### src/rtl/bbe_pkg.sv
package bbe_pkg;
    localparam logic [1:0] SZ_BYTE = 2'b00;
    localparam logic [1:0] SZ_HALF = 2'b01;
    localparam logic [1:0] SZ_WORD = 2'b10;
    localparam logic [1:0] SZ_RSVD = 2'b11;

    localparam logic [2:0] SEQ_SINGLE = 3'b000;
    localparam logic [2:0] SEQ_CONT   = 3'b001;

    // longest announced burst is 2**MAX_LOG beats
    localparam int MAX_LOG = 7;
endpackage

### src/rtl/bbe_align_check.sv
module bbe_align_check
    import bbe_pkg::*;
#(
    parameter int LANES = 4,
    localparam int LSB_W = $clog2(LANES)
) (
    input  logic [LSB_W-1:0] addr_lsb,
    input  logic [1:0]       size,
    output logic             aligned
);
    logic [LSB_W:0]   width;
    logic [LSB_W-1:0] mask;

    always_comb begin
        width   = (LSB_W+1)'(1) << size;
        mask    = LSB_W'(width - 1'b1);
        aligned = (size != SZ_RSVD) && ((addr_lsb & mask) == '0);
    end
endmodule

### src/rtl/bbe_lane_decode.sv
module bbe_lane_decode #(
    parameter int LANES = 4,
    localparam int LSB_W = $clog2(LANES)
) (
    input  logic [LSB_W-1:0] addr_lsb,
    input  logic [1:0]       size,
    output logic [LANES-1:0] ben_n
);
    logic [LSB_W:0] base;
    logic [LSB_W:0] width;

    assign base  = {1'b0, addr_lsb};
    assign width = (LSB_W+1)'(1) << size;

    for (genvar g = 0; g < LANES; g++) begin : g_lane
        assign ben_n[g] = !(((LSB_W+1)'(g) >= base) &&
                            ((LSB_W+1)'(g) < (base + width)));
    end
endmodule

### src/rtl/bbe_len_code.sv
module bbe_len_code
    import bbe_pkg::*;
#(
    parameter int CNT_W = 8
) (
    input  logic [CNT_W-1:0] beats,
    output logic [2:0]       code,
    output logic             legal
);
    always_comb begin
        legal = 1'b0;
        code  = SEQ_SINGLE;
        if (beats == CNT_W'(1)) begin
            legal = 1'b1;
            code  = SEQ_SINGLE;
        end else if (beats == CNT_W'(2)) begin
            legal = 1'b1;
            code  = SEQ_CONT;
        end
        for (int k = 2; k <= MAX_LOG; k++) begin
            if (beats == (CNT_W'(1) << k)) begin
                legal = 1'b1;
                code  = 3'(k);
            end
        end
    end
endmodule

### src/rtl/burst_beat_encoder.sv
module burst_beat_encoder
    import bbe_pkg::*;
#(
    parameter int ADDR_W = 32,
    parameter int CNT_W  = 8,
    parameter int LANES  = 4,
    localparam int LSB_W = $clog2(LANES)
) (
    input  logic              clk,
    input  logic              rst_n,
    input  logic              req_valid,
    output logic              req_ready,
    input  logic [ADDR_W-1:0] req_addr,
    input  logic [1:0]        req_size,
    input  logic [CNT_W-1:0]  req_beats,
    output logic              err_pulse,
    output logic              beat_valid,
    input  logic              beat_ready,
    output logic [LANES-1:0]  beat_ben_n,
    output logic [1:0]        beat_size,
    output logic [2:0]        beat_seq,
    output logic [ADDR_W-1:0] beat_addr
);
    typedef struct packed {
        logic              busy;
        logic              valid;
        logic              first;
        logic              err;
        logic [ADDR_W-1:0] addr;
        logic [1:0]        size;
        logic [CNT_W-1:0]  rem;
        logic [2:0]        first_code;
    } state_t;

    state_t s_d, s_q;

    logic             req_aligned;
    logic             len_legal;
    logic [2:0]       len_code;
    logic [LANES-1:0] lane_ben_n;
    logic             accept_d;
    logic             fire_d;
    logic [2:0]       seq_d;

    bbe_align_check #(.LANES(LANES)) u_align (
        .addr_lsb (req_addr[LSB_W-1:0]),
        .size     (req_size),
        .aligned  (req_aligned)
    );

    bbe_len_code #(.CNT_W(CNT_W)) u_len (
        .beats (req_beats),
        .code  (len_code),
        .legal (len_legal)
    );

    bbe_lane_decode #(.LANES(LANES)) u_lanes (
        .addr_lsb (s_q.addr[LSB_W-1:0]),
        .size     (s_q.size),
        .ben_n    (lane_ben_n)
    );

    always_comb begin
        s_d      = s_q;
        s_d.err  = 1'b0;
        accept_d = req_valid && !s_q.busy;
        fire_d   = s_q.valid && beat_ready;

        if (accept_d) begin
            if (len_legal && req_aligned) begin
                s_d.busy       = 1'b1;
                s_d.valid      = 1'b1;
                s_d.first      = 1'b1;
                s_d.addr       = req_addr;
                s_d.size       = req_size;
                s_d.rem        = req_beats;
                s_d.first_code = len_code;
            end else begin
                s_d.err = 1'b1;
            end
        end

        if (fire_d) begin
            if (s_q.rem == CNT_W'(1)) begin
                s_d.busy  = 1'b0;
                s_d.valid = 1'b0;
            end else begin
                s_d.addr  = s_q.addr + (ADDR_W'(1) << s_q.size);
                s_d.rem   = s_q.rem - CNT_W'(1);
                s_d.first = 1'b0;
            end
        end

        if (s_q.first)
            seq_d = s_q.first_code;
        else if (s_q.rem == CNT_W'(1))
            seq_d = SEQ_SINGLE;
        else
            seq_d = SEQ_CONT;
    end

    always_ff @(posedge clk) begin
        if (!rst_n) begin
            s_q <= '0;
        end else begin
            s_q <= s_d;
        end
    end

    assign req_ready  = !s_q.busy;
    assign err_pulse  = s_q.err;
    assign beat_valid = s_q.valid;
    assign beat_ben_n = s_q.valid ? lane_ben_n : '1;
    assign beat_size  = s_q.valid ? s_q.size   : SZ_BYTE;
    assign beat_seq   = s_q.valid ? seq_d      : SEQ_SINGLE;
    assign beat_addr  = s_q.valid ? s_q.addr   : '0;

    AST_BYTE_ONE_LANE: assert property (@(posedge clk) disable iff (!rst_n)
        (beat_valid && beat_size == SZ_BYTE) |-> ($countones(~beat_ben_n) == 1));
    AST_SIZE_NOT_RSVD: assert property (@(posedge clk) disable iff (!rst_n)
        beat_valid |-> (beat_size != SZ_RSVD));
    AST_ERR_NO_BEAT: assert property (@(posedge clk) disable iff (!rst_n)
        err_pulse |-> !beat_valid);
    AST_ADDR_STEP: assert property (@(posedge clk) disable iff (!rst_n)
        (beat_valid && beat_ready && beat_seq != SEQ_SINGLE) |=>
        (beat_valid && beat_addr == $past(beat_addr) + (ADDR_W'(1) << $past(beat_size))));
    AST_HOLD_STALL: assert property (@(posedge clk) disable iff (!rst_n)
        (beat_valid && !beat_ready) |=>
        (beat_valid && $stable(beat_addr) && $stable(beat_seq) &&
         $stable(beat_ben_n) && $stable(beat_size)));
    AST_IDLE_INACTIVE: assert property (@(posedge clk) disable iff (!rst_n)
        !beat_valid |-> (beat_ben_n == '1 && beat_seq == SEQ_SINGLE));
    AST_NO_ACCEPT_BUSY: assert property (@(posedge clk) disable iff (!rst_n)
        beat_valid |-> !req_ready);
endmodule

### config.mk
export PLATFORM = sky130hd
export DESIGN_NAME = burst_beat_encoder
export DESIGN_NICKNAME = d
export VERILOG_FILES = /design/src/rtl/bbe_pkg.sv /design/src/rtl/bbe_align_check.sv /design/src/rtl/bbe_lane_decode.sv /design/src/rtl/bbe_len_code.sv /design/src/rtl/burst_beat_encoder.sv
export SDC_FILE = /design/constraint.sdc
export NUM_CORES = 1
export LEC_CHECK = 0
export BUFFER_PORTS_ARGS = -buffer_cell sky130_fd_sc_hd__buf_2
export CORE_ASPECT_RATIO = 1.25
export CORE_MARGIN = 4
export CORE_UTILIZATION = 30
export DETAILED_ROUTE_END_ITERATION = 8
export PLACE_DENSITY = 0.61
export SETUP_SLACK_MARGIN = 0.5
export SLEW_MARGIN = 40
export SYNTH_ARGS = -nofsm -noshare
export SYNTH_HDL_FRONTEND = slang
export SYNTH_SLANG_ARGS = --single-unit
### constraint.sdc
create_clock -name clk -period 6.6 [get_ports clk]
set_input_delay 0.66 -clock clk [delete_from_list [all_inputs] [get_ports clk]]
set_output_delay 0.66 -clock clk [all_outputs]
set_load 0.005 [all_outputs]
==> flow_metrics.py <==
metrics = {
    "global_route": {
        "met3_usage_pct": 2.26,
        "use_met2_pct": 27.6,
        "antenna_found_initial": 0,
        "grt_pass1_vias": 3437,
        "grt-busiest-layer": "met2",
        "grt_max_degree": 44,
        "grt_pass1_wl_um": 17000,
        "grt.total_usage_pct": 16.0,
        "globalRouteOverflowTotal": 0,
        "grt_use_met1_pct": 21.1,
    },
    "synth": {
        "avgSynthCellArea_um2": 7.57,
        "synthSimpleGateAreaFrac_pct": 32.6,
        "muxShareOfSynthArea_pct": 0.891,
        "synth-compound-area-share_pct": 27.7,
        "ys_ff_latch": 49,
        "synth-xor-area-share_pct": 1.56,
        "ys_warn_count": 0,
        "synth_edf_count": 0,
        "yosysUniqueCellTypes": 62,
        "synth_ff_type": "dfxtp_1",
        "ys_seq_area_share_pct": 29.1,
        "synth_top_family_by_area": "simple AND/OR/NAND/NOR gates",
        "netlist_area_mm2": 0.00337,
        "async_flop_share_pct": 0,
        "synth-adder-area-share_pct": 2.82,
        "synth_fp_nets": 498,
        "syn_inst": 445,
    },
    "min_path": {
        "holdCritStartpoint": "s_q[2]",
        "worstHoldPathCells": 2,
        "min_to": "s_q[2]",
        "min_path_type": "register to register",
    },
    "timing": {
        "period_needed_ps": 2950,
        "tns_ps": 0,
        "max_slew_margin_pct": 49.1,
        "finalSetupViolCount": 0,
        "rsz0062_at_grt": "no",
        "hold_viol_final": 0,
        "clock_skew_ps": 8.84,
        "fin_crit_sh_pct": 44.7,
        "slew_viol_final": 0,
        "worst_slew_pin_slew_ps": 762,
        "max_freq_ghz": 0.339,
    },
    "clocking": {
        "post_cts_buffers": 0,
        "cts_resized": 0,
        "htree_levels": 2,
        "cts.clk_slew.worst_paths_ps": 70,
        "cts-root-buf": "clkbuf_16",
        "cts_made_buffers": 5,
        "clock_sinks": 49,
        "insertion_delay_ps": 290,
        "hold_buffers": 0,
        "clockBufferDepth": 2,
        "cts_tree": "done",
    },
    "route": {
        "drt_iter0_drc": 175,
        "vias_per_cell": 5.39,
        "wl_per_cell_um": 15.9,
        "vias": 3526,
        "first_pass_iters": 4,
        "postRouteAntennaNets": 0,
        "remaining_drc_errors": 0,
        "totalWireLength_um": 10400,
    },
    "finish": {
        "drive_above_1_share_pct": 24.3,
        "final_cells": 654,
        "mostFrequentLayoutCell": "buf_2",
        "fin_nets": 571,
        "nFillCells": 1183,
        "area_growth_pct": 19.6,
        "layout_common_cells": "buf_2 (89), a21oi_1 (54), nand2_1 (53), dfxtp_1 (49), and2_1 (38)",
        "diodes": 0,
    },
    "place": {
        "port_buffers": 89,
        "dp_hpwl_um": 7550,
        "placed_cells": 646,
        "gp_congestion": 0.809,
    },
    "run": {
        "drv_cap": 0,
    },
    "worst_setup_path": {
        "path_class": "register to register",
        "cp.required_ps": 6780,
        "endpoint_kind": "register",
        "cp_max_fo": 25,
        "crit_buf_inv": 0,
        "reg2reg_from": "s_q[3]",
        "crit_chain": "ha_1 -> nor4b_2 -> a21o_1 -> nand4_2 -> o221a_2",
        "r2r-end": "s_q[8]",
        "worstSetupStartpoint": "s_q[3]",
        "r2r_cells": 5,
        "crit_arrival_ps": 3130,
        "max_stage_delay_ps": 700,
        "cp_slowest_cell": "nand4_2",
        "critPathLaunchType": "register",
        "reg2reg_slack_ps": 3650,
        "crit_family": "simple AND/OR/NAND/NOR gates",
    },
    "floorplan": {
        "dieArea_mm2": 0.0130,
        "coreArea_mm2": 0.0110,
        "die_h_um": 127,
        "start_util_pct": 30.6,
        "ios": 90,
        "placement_rows": 43,
        "die_w_um": 103,
    },
    "power_and_ir_drop": {
        "max-vdd-ir-drop_uv": 104,
        "total_power_mw": 0.613,
        "power_density_mw_per_mm2": 152,
        "power_leakage_nw": 1.60,
    },
    "outcome": {
        "outcome": "finished clean",
    },
}
## how the worst max path moves through the flow
stage / endpoint / depth (start not counted)
detailed placement: s_q[36] / 6
finish: s_q[8] / 5
global placement: s_q[22] / 4
global route: s_q[20] / 6
CTS: s_q[8] / 5
floorplan: s_q[19] / 9
## state kept, by name, summed over array words and instances, names as in the netlist
signal,flops
beat_valid,1
err_pulse,1
s_q,47
## power by group
group	switching [mW]	total [mW]	internal (mW)
clock	0.119	0.260	0.141
combinational	0.0311	0.0524	0.0213
sequential	0.00251	0.300	0.298
## worst reg2reg max path, cell delays in order (launching register included)
cell and delay [ps]:
dfxtp_1 410, ha_1 200, nor4b_2 470, a21o_1 500, nand4_2 700, o221a_2 550
## per-stage QoR
step / util [%] / setup slack, ps / hold WS, ps / instance area, um^2
after CTS: 36.6 / 3590 / 453 / 4030
after global placement: 35.2 / 3580 / 443 / 3880
after floorplan: - / 4280 / 427 / 3370
after global routing: 36.6 / 3370 / 486 / 4030
final: 36.6 / 3650 / 452 / 4030
after detailed placement: 35.2 / 3580 / 444 / 3880
## cells in the mapped netlist (3+ instances only)
cell / instances / share of area (%)
or3_1: 3 / 0.56
buf_2: 12 / 1.8
ha_1: 6 / 2.2
xor2_1: 4 / 1.0
a21o_1: 5 / 1.1
and2_1: 38 / 7.1
dfxtp_1: 49 / 29
and3_1: 6 / 1.1
clkbuf_1: 12 / 1.3
nor2b_1: 7 / 1.3
mux2i_1: 3 / 0.89
nand3_1: 24 / 3.6
nand4_1: 10 / 1.9
nor4b_1: 5 / 1.3
a31oi_1: 16 / 3.0
a21oi_1: 54 / 8.0
nor4_1: 4 / 0.74
o21ai_0: 20 / 3.0
o31ai_1: 3 / 0.67
a21oi_2: 5 / 1.3
inv_1: 7 / 0.78
o221ai_1: 3 / 0.78
nor2_1: 28 / 3.1
nand2_1: 53 / 5.9
buf_6: 3 / 1.0
nor3_1: 12 / 1.8
a2bb2oi_2: 6 / 2.7
## layout make-up
| class | instances | area [um^2] | share of cell area, % |
|---|---|---|---|
| clock buffers | 5 | 125 | 3.10 |
| clock inverters | 3 | 22.5 | 0.559 |
| inverters | 8 | 30.0 | 0.745 |
| multi-input cells | 359 | 2210 | 54.9 |
| flip-flops and latches | 49 | 981 | 24.3 |
| well taps | 135 | 169 | 4.19 |
| repair buffers | 95 | 490 | 12.2 |
## kinds of logic after synthesis
group / count (synthesis)
AO/OA/AOI/OAI: 138
XOR/XNOR: 6
adder cells (fa/ha/maj): 7
buffers and inverters: 37
flip-flops: 49
multiplexers: 3
AND/OR/NAND/NOR: 205
## layer usage
layer  routed length, um  vias to the layer above
met3                 540                        8
met4                 119                        0
li1                    -                     1774
met1                4620                     1664
met5                   0                        -
met2                5120                       80
No activity file was read; power rests on OpenSTA's default activity.
